$ cat src/rtl/memtest_pkg.sv
package memtest_pkg;

  typedef enum logic [1:0] {
    MODE_READ  = 2'b00,
    MODE_WRITE = 2'b01,
    MODE_MIX   = 2'b10,
    MODE_RSVD  = 2'b11
  } mode_e;

  typedef enum logic [1:0] {
    S_IDLE,
    S_ACCESS,
    S_GAP,
    S_DONE
  } seq_state_e;

  // strobes from control to datapath
  typedef struct packed {
    logic clearCnt;
    logic incCnt;
    logic loadMode;
  } dp_ctrl_t;

endpackage

$ cat src/rtl/mt_datapath.sv
module mt_datapath
  import memtest_pkg::*;
#(
  parameter int RUN_LOG2 = 27,
  parameter int ADDR_W   = 24,
  parameter int DATA_W   = 32,
  parameter int MIX_BITS = 2,
  parameter logic [DATA_W-1:0] SEED = 32'h5A5A_0000
) (
  input  logic              clk,
  input  logic              rstN,
  input  dp_ctrl_t          ctrl,
  input  logic [1:0]        modeIn,
  output logic [ADDR_W-1:0] addr,
  output logic [DATA_W-1:0] wrData,
  output logic              we,
  output logic              lastOp
);

  localparam int CNT_W = RUN_LOG2;

  logic [CNT_W-1:0] opCnt;
  mode_e            modeReg;
  logic             mixWrite;

  always_ff @(posedge clk) begin
    if (!rstN) begin
      opCnt   <= '0;
      modeReg <= MODE_READ;
    end else begin
      if (ctrl.clearCnt)    opCnt <= '0;
      else if (ctrl.incCnt) opCnt <= opCnt + 1'b1;
      if (ctrl.loadMode)    modeReg <= mode_e'(modeIn);
    end
  end

  assign lastOp   = &opCnt;
  assign mixWrite = &opCnt[MIX_BITS-1:0];

  always_comb begin
    unique case (modeReg)
      MODE_WRITE: we = 1'b1;
      MODE_MIX:   we = mixWrite;
      default:    we = 1'b0;
    endcase
  end

  generate
    if (ADDR_W <= CNT_W) begin : g_addrTrunc
      assign addr = opCnt[ADDR_W-1:0];
    end else begin : g_addrExt
      assign addr = {{(ADDR_W-CNT_W){1'b0}}, opCnt};
    end

    if (DATA_W > CNT_W) begin : g_dataExt
      assign wrData = {{(DATA_W-CNT_W){1'b0}}, opCnt} ^ SEED;
    end else begin : g_dataTrunc
      assign wrData = opCnt[DATA_W-1:0] ^ SEED;
    end
  endgenerate

endmodule

$ cat src/rtl/mt_ctrl.sv
module mt_ctrl
  import memtest_pkg::*;
(
  input  logic     clk,
  input  logic     rstN,
  input  logic     start,
  input  logic     ack,
  input  logic     lastOp,
  output dp_ctrl_t ctrl,
  output logic     stb,
  output logic     done
);

  seq_state_e state, stateNext;

  always_ff @(posedge clk) begin
    if (!rstN) state <= S_IDLE;
    else       state <= stateNext;
  end

  always_comb begin
    stateNext = state;
    unique case (state)
      S_IDLE:   if (start) stateNext = S_ACCESS;
      S_ACCESS: if (ack)   stateNext = lastOp ? S_DONE : S_GAP;
      S_GAP:    stateNext = S_ACCESS;
      S_DONE:   stateNext = S_DONE;
      default:  stateNext = S_IDLE;
    endcase
  end

  always_comb begin
    ctrl.loadMode = (state == S_IDLE) && start;
    ctrl.clearCnt = (state == S_IDLE) && start;
    ctrl.incCnt   = (state == S_GAP);
  end

  assign stb  = (state == S_ACCESS);
  assign done = (state == S_DONE);

  AST_STB_HOLD: assert property (@(posedge clk) disable iff (!rstN)
    stb && !ack |=> stb);
  AST_ONE_GAP: assert property (@(posedge clk) disable iff (!rstN)
    stb && ack |=> !stb);
  AST_DONE_STICKY: assert property (@(posedge clk) disable iff (!rstN)
    done |=> done);
  AST_DONE_QUIET: assert property (@(posedge clk) disable iff (!rstN)
    done |-> !stb);

endmodule

$ cat src/rtl/memtest_seq.sv
module memtest_seq
  import memtest_pkg::*;
#(
  parameter int RUN_LOG2 = 27,
  parameter int ADDR_W   = 24,
  parameter int DATA_W   = 32,
  parameter int MIX_BITS = 2,
  parameter logic [DATA_W-1:0] SEED = 32'h5A5A_0000
) (
  input  logic              clk,
  input  logic              rstN,
  input  logic              start,
  input  logic [1:0]        mode,
  input  logic              ack,
  output logic              stb,
  output logic              we,
  output logic [ADDR_W-1:0] addr,
  output logic [DATA_W-1:0] wrData,
  output logic              done
);

  dp_ctrl_t ctrl;
  logic     lastOp;

  mt_ctrl u_ctrl (
    .clk    (clk),
    .rstN   (rstN),
    .start  (start),
    .ack    (ack),
    .lastOp (lastOp),
    .ctrl   (ctrl),
    .stb    (stb),
    .done   (done)
  );

  mt_datapath #(
    .RUN_LOG2 (RUN_LOG2),
    .ADDR_W   (ADDR_W),
    .DATA_W   (DATA_W),
    .MIX_BITS (MIX_BITS),
    .SEED     (SEED)
  ) u_dp (
    .clk    (clk),
    .rstN   (rstN),
    .ctrl   (ctrl),
    .modeIn (mode),
    .addr   (addr),
    .wrData (wrData),
    .we     (we),
    .lastOp (lastOp)
  );

  AST_ADDR_HOLD: assert property (@(posedge clk) disable iff (!rstN)
    stb && !ack |=> $stable(addr) && $stable(wrData));
  AST_WE_HOLD: assert property (@(posedge clk) disable iff (!rstN)
    stb && !ack |=> $stable(we));

endmodule

$ cat config.mk
export PLATFORM = sky130hd
export DESIGN_NAME = memtest_seq
export DESIGN_NICKNAME = d
export VERILOG_FILES = /design/src/rtl/memtest_pkg.sv /design/src/rtl/mt_datapath.sv /design/src/rtl/mt_ctrl.sv /design/src/rtl/memtest_seq.sv
export SDC_FILE = /design/constraint.sdc
export NUM_CORES = 1
export LEC_CHECK = 0
export ABC_AREA = 1
export CAP_MARGIN = 30
export CORE_MARGIN = 5
export CORE_UTILIZATION = 40
export CTS_BUF_LIST = sky130_fd_sc_hd__clkbuf_4 sky130_fd_sc_hd__clkbuf_8 sky130_fd_sc_hd__clkbuf_16
export CTS_CLUSTER_SIZE = 12
export DETAILED_ROUTE_END_ITERATION = 8
export PLACE_DENSITY = 0.67
export SLEW_MARGIN = 30
export SYNTH_ARGS = -nofsm -noshare
export SYNTH_HDL_FRONTEND = slang
export SYNTH_SLANG_ARGS = --single-unit
$ cat constraint.sdc
create_clock -name clk -period 1.7 [get_ports clk]
set_input_delay 0.255 -clock clk [delete_from_list [all_inputs] [get_ports clk]]
set_output_delay 0.255 -clock clk [all_outputs]
set_load 0.02 [all_outputs]
* After elaboration in Yosys (flattened, before gate mapping)
Cells that the tools add are included.
** Storage, ports and cells
- Flip-flop bits (word level) :: 31
- Latch bits :: 0
- RAM bits :: 0
- Bits in read-only memories :: 0
- Bits of input ports :: 6
- Word-level logic and storage cells :: 24
- Memories :: 0
** Cells by class
- Add/sub/neg operators :: 1
- Multiply operators :: 0
- Div/mod/pow operators :: 0
- Order comparisons :: 0
- Equality and inequality tests :: 7
- Shift operators :: 0
- Mux-type cells :: 5
- Bitwise logic cells :: 2
- Reduce and logical (&&, ||, !) cells :: 6
** Operator list (count)
- adder 27 x 1 -> 27 bit, second input constant :: 1
- AND reduction 27 bit :: 1
- inverter 5 -> 8 bit :: 1
- one-hot mux 2 bit (4 select lines) :: 1
- equality test 2 bit, second input constant :: 3
- equality test 2 x 1 -> 1 bit, second input constant :: 2
- 2-to-1 mux 2 bit :: 2
- inequality test 2 bit, second input constant :: 2
- AND reduction 2 bit :: 2
- zero test 2 bit :: 1
- one-hot mux 1 bit (2 select lines) :: 1
- OR reduction 2 bit :: 1
- logical AND 1 bit :: 1
- 2-to-1 mux 1 bit :: 1
- inverter 1 bit :: 1

* Depth between registers and ports, before layout
Gate-level depths: netlist of the first run.
- Depth in word-level cells :: 4
- Depth in mapped cells :: 10
- Depth with buffers taken out :: 10

* Cells and area by module
Synthesis of the first run repeated with hierarchy kept, for this count alone.
** Unflattened totals
- Cells, all modules :: 321
- Area total of the unflattened synthesis :: 2107.0 µm²
** By module, submodules not included
- mt_datapath :: times used 1, cells each 300, area an instance 1970.6 µm², seq. area each 580.6 µm²
- mt_ctrl :: times used 1, cells each 21, area an instance 136.4 µm², seq. area each 40.0 µm²

* Worst setup path after synthesis of the first run
No wires, ideal clock.
- Path kind :: flip-flop to flip-flop
- Start point :: reg u_dp.opCnt[0]
- End point :: reg u_dp.opCnt[22]
- Library setup time :: 0.110 ns
- Arrival time :: 1.373 ns
- Required time :: 1.590 ns
- Slack :: 0.218 ns
- Stages on the path, launching flop included :: 11
- Cells stage by stage :: dfxtp_1 ha_1 nand2_1 nor2_1 nand2_1 nor2_2 nand2_2 nor2_1 nand2_1 nand2_1 nor2_1
** Between the ends
- Cells in the longest elaborated chain, start to end :: 1
** Ends and longest elaborated chain
- start, declared :: line mt_datapath.sv:22 : logic [CNT_W-1:0] opCnt;
- start signal, assigned :: line mt_datapath.sv:32 : else if (ctrl.incCnt) opCnt <= opCnt + 1'b1;
- adder 27 x 1 -> 27 bit :: line mt_datapath.sv:32
Every way passes these cells.
A chain may end at the register's enable or synchronous reset.

* Worst setup path after layout of the first run
- Start point :: reg u_dp.opCnt[17]
- End point :: out wrData[17]
** Between the ends
- Cells in the longest elaborated chain, start to end :: 1
** Ends and longest elaborated chain
- inverter 5 -> 8 bit (no line)
- end, declared :: line memtest_seq.sv:18 : output logic [DATA_W-1:0] wrData,
Every way passes these cells.

==> results of run 1 <==
## area by class of cell
class	count	area, µm²
Multi-Input combinational cell	178	907.1
Fill cell	518	2551
Timing Repair Buffer	63	615.6
Clock buffer	6	82.58
Clock inverter	2	35.03
Inverter	38	142.6
Sequential cell	31	620.6
Tap cell	70	87.58
## cell usage in the layout (no fill, tap or decap), types with 2 or more instances in the layout
cell type	n
clkbuf_8	6
o21bai_2	2
nand2_2	2
buf_4	4
clkdlybuf4s50_1	55
inv_1	31
a21oi_1	18
nand3_1	8
clkinv_1	2
nor2_1	41
nor2_4	3
nand2_1	55
nor3_1	7
xor2_1	5
nand4_1	4
inv_2	5
dfxtp_1	31
conb_1	5
ha_1	3
nor2_2	4
o21ai_0	11
nand2_4	2
dlygate4sd2_1	2
## state kept, by name, indices dropped and copies added, names as in the netlist
register,count
u_dp.modeReg,2
u_ctrl.state,2
u_dp.opCnt,27
## metal layers
metal  global-route usage [%]  wire length, µm
met1                    16.68             1904
met2                    20.93             1880
met3                    3.728              272
met4                    5.482               80
met5                        0                0
## critical path, cell delays in order (launching register included)
cell             delay (ns)
dfxtp_1                0.34
inv_1                  0.14
clkdlybuf4s50_1        0.62
## synth_stat cells
master / instances / share of area [%]
nand2_1: 55 / 10
buf_4: 52 / 19
nor2_1: 43 / 7.9
dfxtp_1: 31 / 30
inv_1: 31 / 5.7
a21oi_1: 18 / 4.4
o21ai_0: 11 / 2.7
nand3_1: 8 / 2.0
nor3_1: 7 / 1.7
inv_2: 5 / 0.92
xor2_1: 5 / 2.1
nand4_1: 4 / 1.2
ha_1: 3 / 1.8
nor2_2: 3 / 0.92
clkinv_1: 2 / 0.37
conb_1: 2 / 0.37
nand2_2: 2 / 0.61
nand2_4: 2 / 1.1
nor2_4: 2 / 1.1
o21bai_2: 2 / 1.1
a21oi_2: 1 / 0.43
buf_6: 1 / 0.55
nand3_2: 1 / 0.49
nand3_4: 1 / 0.85
nand3b_1: 1 / 0.37
nor2_8: 1 / 0.98
nor3b_1: 1 / 0.37
o21ai_1: 1 / 0.24
xnor2_1: 1 / 0.43
## logic make-up (layout without fill, tap and decap cells)
logic type | Yosys count | in the layout | share of synthesized area (%)
fa+ha+maj | 3 | 3 | 1.831
xor+xnor | 6 | 6 | 2.563
flops | 31 | 31 | 30.26
buf+inv | 91 | 109 | 26.54
other cells | 2 | 5 | 0.3662
simple gates | 131 | 131 | 29.59
compound gates | 33 | 33 | 8.847
## metrics by stage
| step | power [mW] | setup WS, ns |
|---|---|---|
| after floorplan | 0.8780 | 0.2175 |
| after global placement | 0.9096 | 0.1041 |
| after detailed placement | 0.9122 | 0.07954 |
| after CTS | 1.676 | 0.02974 |
| after global routing | 1.725 | 0.004719 |
| final | 1.655 | 0.05544 |
## power by group
group	switching [mW]	internal [mW]	leakage, nW
combinational	0.0916	0.0503	0.659
clock	0.291	0.474	0.0612
sequential	0.0108	0.738	0.251
## worst paths after layout
check	startpoint	slack (ns)	cells after the start	to
max	u_dp.opCnt[17]	0.06	2	wrData[17]
min	u_dp.modeReg[0]	0.49	2	u_dp.modeReg[0]
max reg2reg	u_dp.opCnt[1]	0.19	10	u_dp.opCnt[22]
min reg2reg	u_dp.modeReg[0]	0.49	2	u_dp.modeReg[0]
## what timing repair did
item	CTS	global route
gates resized for setup	3	6
setup endpoints to repair	3	6
hold buffers	0	0
hold endpoints to repair	0	0
==> out/metrics.yaml, run 1 <==
ys_ff_latch: 31
start_util_pct: 40.67
post_dp_cell_area_um2: 2369
grt_overflow: 0
status: "completed"
yosysSeqAreaShare_pct: 30.26
grt_pass1_vias: 1565
nNetsFinal: 326
firstDrtPassIters: 4
cts_buffers: 5
postSynthAreaPerCell_um2: 6.905
grt_use_total_pct: 13.17
die_x_um: 81.60
htreeDepth: 2
place_inst: 380
yosysWarningCount: 0
port_buffers: 59
vdd_drop_max_mv: 0.3643
cp_max_fo: 4
hold_slack_ns: 0.4869
clock_latency_ns: 0.29
post-cts-setup-buffers: 0
dpl.hpwl_mm: 3.272
synth_cell_types: 29
instances_no_fill: 388
setup_viol: 0
routed_wirelength_mm: 4.138
cp_data_required_time_ns: 1.44
synth.cell_area_um2: 2051
fmax_ghz: 0.6081
root_buffer: "clkbuf_8"
die_h_um: 81.60
finalCoreUtilization_pct: 49.40
ios: 65
rsz0062_at_grt: "no"
drv_slew: 0
final_cell_area_um2: 2491
clkTransAtPathRegs_ns: 0.07
skew_ns: 0.005429
rows: 26
gp_congestion: 0.8181
fin_crit_sh_pct: 96.74
hold_path.class: "register to register"
diodes: 0
synth_cells: 297
cap_viol_max_count: 0
wl_per_cell_um: 10.66
cts_buffer_depth: 2
path_class: "register to output pin"
die_area_um2: 6659
drc: 0
antenna_found_initial: 0
dr_total_vias: 1690
tns_ns: 0
viasPerCell: 4.356
drtIter0Drc: 68
grt_max_degree: 13
grt_pass1_wl_mm: 6.920
drive_above_1_share_pct: 11.01
period_needed_ns: 1.645
core-area_um2: 5042
p_per_area_nw_per_um2: 664.4
cts_sinks: 31
crit_path_end_kind: "output pin"
cts_tree: "built"
cp.arrival_ns: 1.39
cp-start-kind: "register"
area_growth_pct: 21.48
antenna_left: 0
hold_viol: 0
p_leak_nw: 0.9703
Power figures use the tool's default switching activity.
==> run 2: changes to the inputs <==
PLACE_DENSITY = 0.81   (was 0.67)
==> run 2 against run 1 <==
Net effect:
- fmax increased by 0.41%
- clock skew decreased by 0.0033 ns
- non-clock buffer count decreased by 1
- final area decreased by 0.75%
- routed wire length increased by 3.4%
- first-iteration DRC count increased by 130%
- sequential cell count unchanged
- final cell count decreased by 0.26%
- count of clock-buffer cells in the layout increased by 2
- hold slack got worse by 0.0013 ns
==> out/metrics.yaml, run 2 (synthesis results as in run 1) <==
gp_congestion: 0.8152
grt_use_total_pct: 13.29
wl_per_cell_um: 11.06
largest_register_ffs: 27
dpl.hpwl_mm: 3.383
grt_max_degree: 13
die_area_um2: 6659
path_class: "register to output pin"
routed_wirelength_mm: 4.280
root_buffer: "clkbuf_8"
post-cts-setup-buffers: 0
port_buffers: 59
cts_sinks: 31
crit_path_end_kind: "output pin"
die_x_um: 81.60
fin_ws_ns: 0.06219
p_leak_nw: 0.9774
rsz0062_at_grt: "no"
clkTransAtPathRegs_ns: 0.06
cts_tree: "built"
die_h_um: 81.60
firstDrtPassIters: 4
vdd_drop_max_mv: 0.3461
antenna_left: 0
n_fill_cell: 486
start_util_pct: 40.67
slowest_delay_ns: 0.64
crit_buf_inv: 2
largestRegisters: "u_dp.opCnt: 27 flops, u_ctrl.state: 2 flops, u_dp.modeReg: 2 flops"
path_delay_family: "buffers and inverters"
p_per_area_nw_per_um2: 625.5
status: "completed"
viasPerCell: 4.576
layout_common_cells: "nand2_1 (55), clkdlybuf4s50_1 (54), nor2_1 (43), inv_1 (31), dfxtp_1 (31)"
htreeDepth: 2
cap_viol_max_count: 0
drtIter0Drc: 153
period_needed_ns: 1.638
area_growth_pct: 20.56
instances_no_fill: 387
fmax_ghz: 0.6106
path_cells: "inv_1, clkdlybuf4s50_1"
top_register: "u_dp.opCnt"
dpl_worst_slack_ns: 0.08499
setup_viol: 0
cp.arrival_ns: 1.38
drive_above_1_share_pct: 9.779
cp-start-kind: "register"
clock_latency_ns: 0.28
hold_path.class: "register to register"
place_inst: 379
hold_viol: 0
final_common_cell: "nand2_1"
core-area_um2: 5042
dr_total_vias: 1771
drv_slew: 0
antenna_found_initial: 0
fin_crit_sh_pct: 96.34
slowest_stage: "clkdlybuf4s50_1"
tns_ns: 0
skew_ns: 0.002165
cts_buffer_depth: 2
drc: 0
cp_data_required_time_ns: 1.44
nNetsFinal: 325
grt_pass1_wl_mm: 6.989
rows: 26
cp_max_fo: 4
ios: 65
grt_pass1_vias: 1615
cts_buffers: 5
grt_overflow: 0
diodes: 0
-- run 2: cell types whose count changed in the layout (fill, tap and decap cells not counted) --
| cell | change |
|---|---|
| dlymetal6s2s_1 | +1 |
| clkinv_2 | -1 |
| clkbuf_2 | -1 |
| clkdlybuf4s50_1 | -1 |
| nor2_2 | -2 |
| clkdlybuf4s15_1 | +1 |
| clkbuf_8 | +1 |
| bufinv_16 | -1 |
| clkbuf_4 | +1 |
| buf_4 | -1 |
| nor2_1 | +2 |
-- run 2: worst reg2reg max path, cell delays in order, from the launching register on --
cell	delay, ns
dfxtp_1	0.34
ha_1	0.23
nand2_1	0.08
nor2_1	0.17
nand2_1	0.13
nor2_4	0.20
nand2_2	0.10
nor2_1	0.09
nand2_1	0.05
nand2_1	0.06
nor2_1	0.04
-- run 2: power breakdown --
| group | switching (mW) | internal (mW) |
|---|---|---|
| sequential | 0.0110 | 0.738 |
| combinational | 0.0899 | 0.0512 |
| clock | 0.271 | 0.385 |
| total | 0.372 | 1.17 |
-- run 2: cell type report --
type                    count  area, µm²  share of cell area (%)
clock buffers               8      103.9                   4.200
inverters                  38      142.6                   5.769
multi-input cells         178      902.1                   36.49
flip-flops and latches     31      620.6                   25.10
well taps                  70      87.58                   3.543
repair buffers             62      615.6                   24.90
-- run 2: worst paths after layout --
check	start	to	slack, ns	depth (start not counted)
min	u_dp.modeReg[1]	u_dp.modeReg[1]	0.49	2
min reg2reg	u_dp.modeReg[1]	u_dp.modeReg[1]	0.49	2
max reg2reg	u_dp.opCnt[0]	u_dp.opCnt[22]	0.13	10
max	u_dp.opCnt[17]	wrData[17]	0.06	2
-- run 2: metrics by stage --
stage | utilization, % | instance area, µm² | hold WS [ns] | total power, mW
2_1_floorplan | - | 2062 | 0.3934 | 0.8780
3_3_place_gp | 46.82 | 2361 | 0.4652 | 0.9076
3_5_place_dp | 46.82 | 2361 | 0.4840 | 0.9114
4_1_cts | 48.81 | 2461 | 0.4929 | 1.557
5_1_grt | 49.03 | 2472 | 0.5208 | 1.610
6_report | 49.03 | 2472 | 0.4855 | 1.547
-- run 2: layer usage --
| metal | vias up | routed length [µm] | track usage (%) |
|---|---|---|---|
| met2 | 58 | 2026 | 22.23 |
| met1 | 794 | 1801 | 14.98 |
| met5 | - | 0 | 0 |
| met3 | 9 | 356 | 4.715 |
| met4 | 0 | 95 | 6.478 |
| li1 | 910 | - | - |
-- run 2: timing repair --
item | 4_1_cts | 5_1_grt
setup endpoints to repair | 3 | 4
resized for setup | 3 | 4
cloned | 0 | 0
hold buffers | 0 | 0
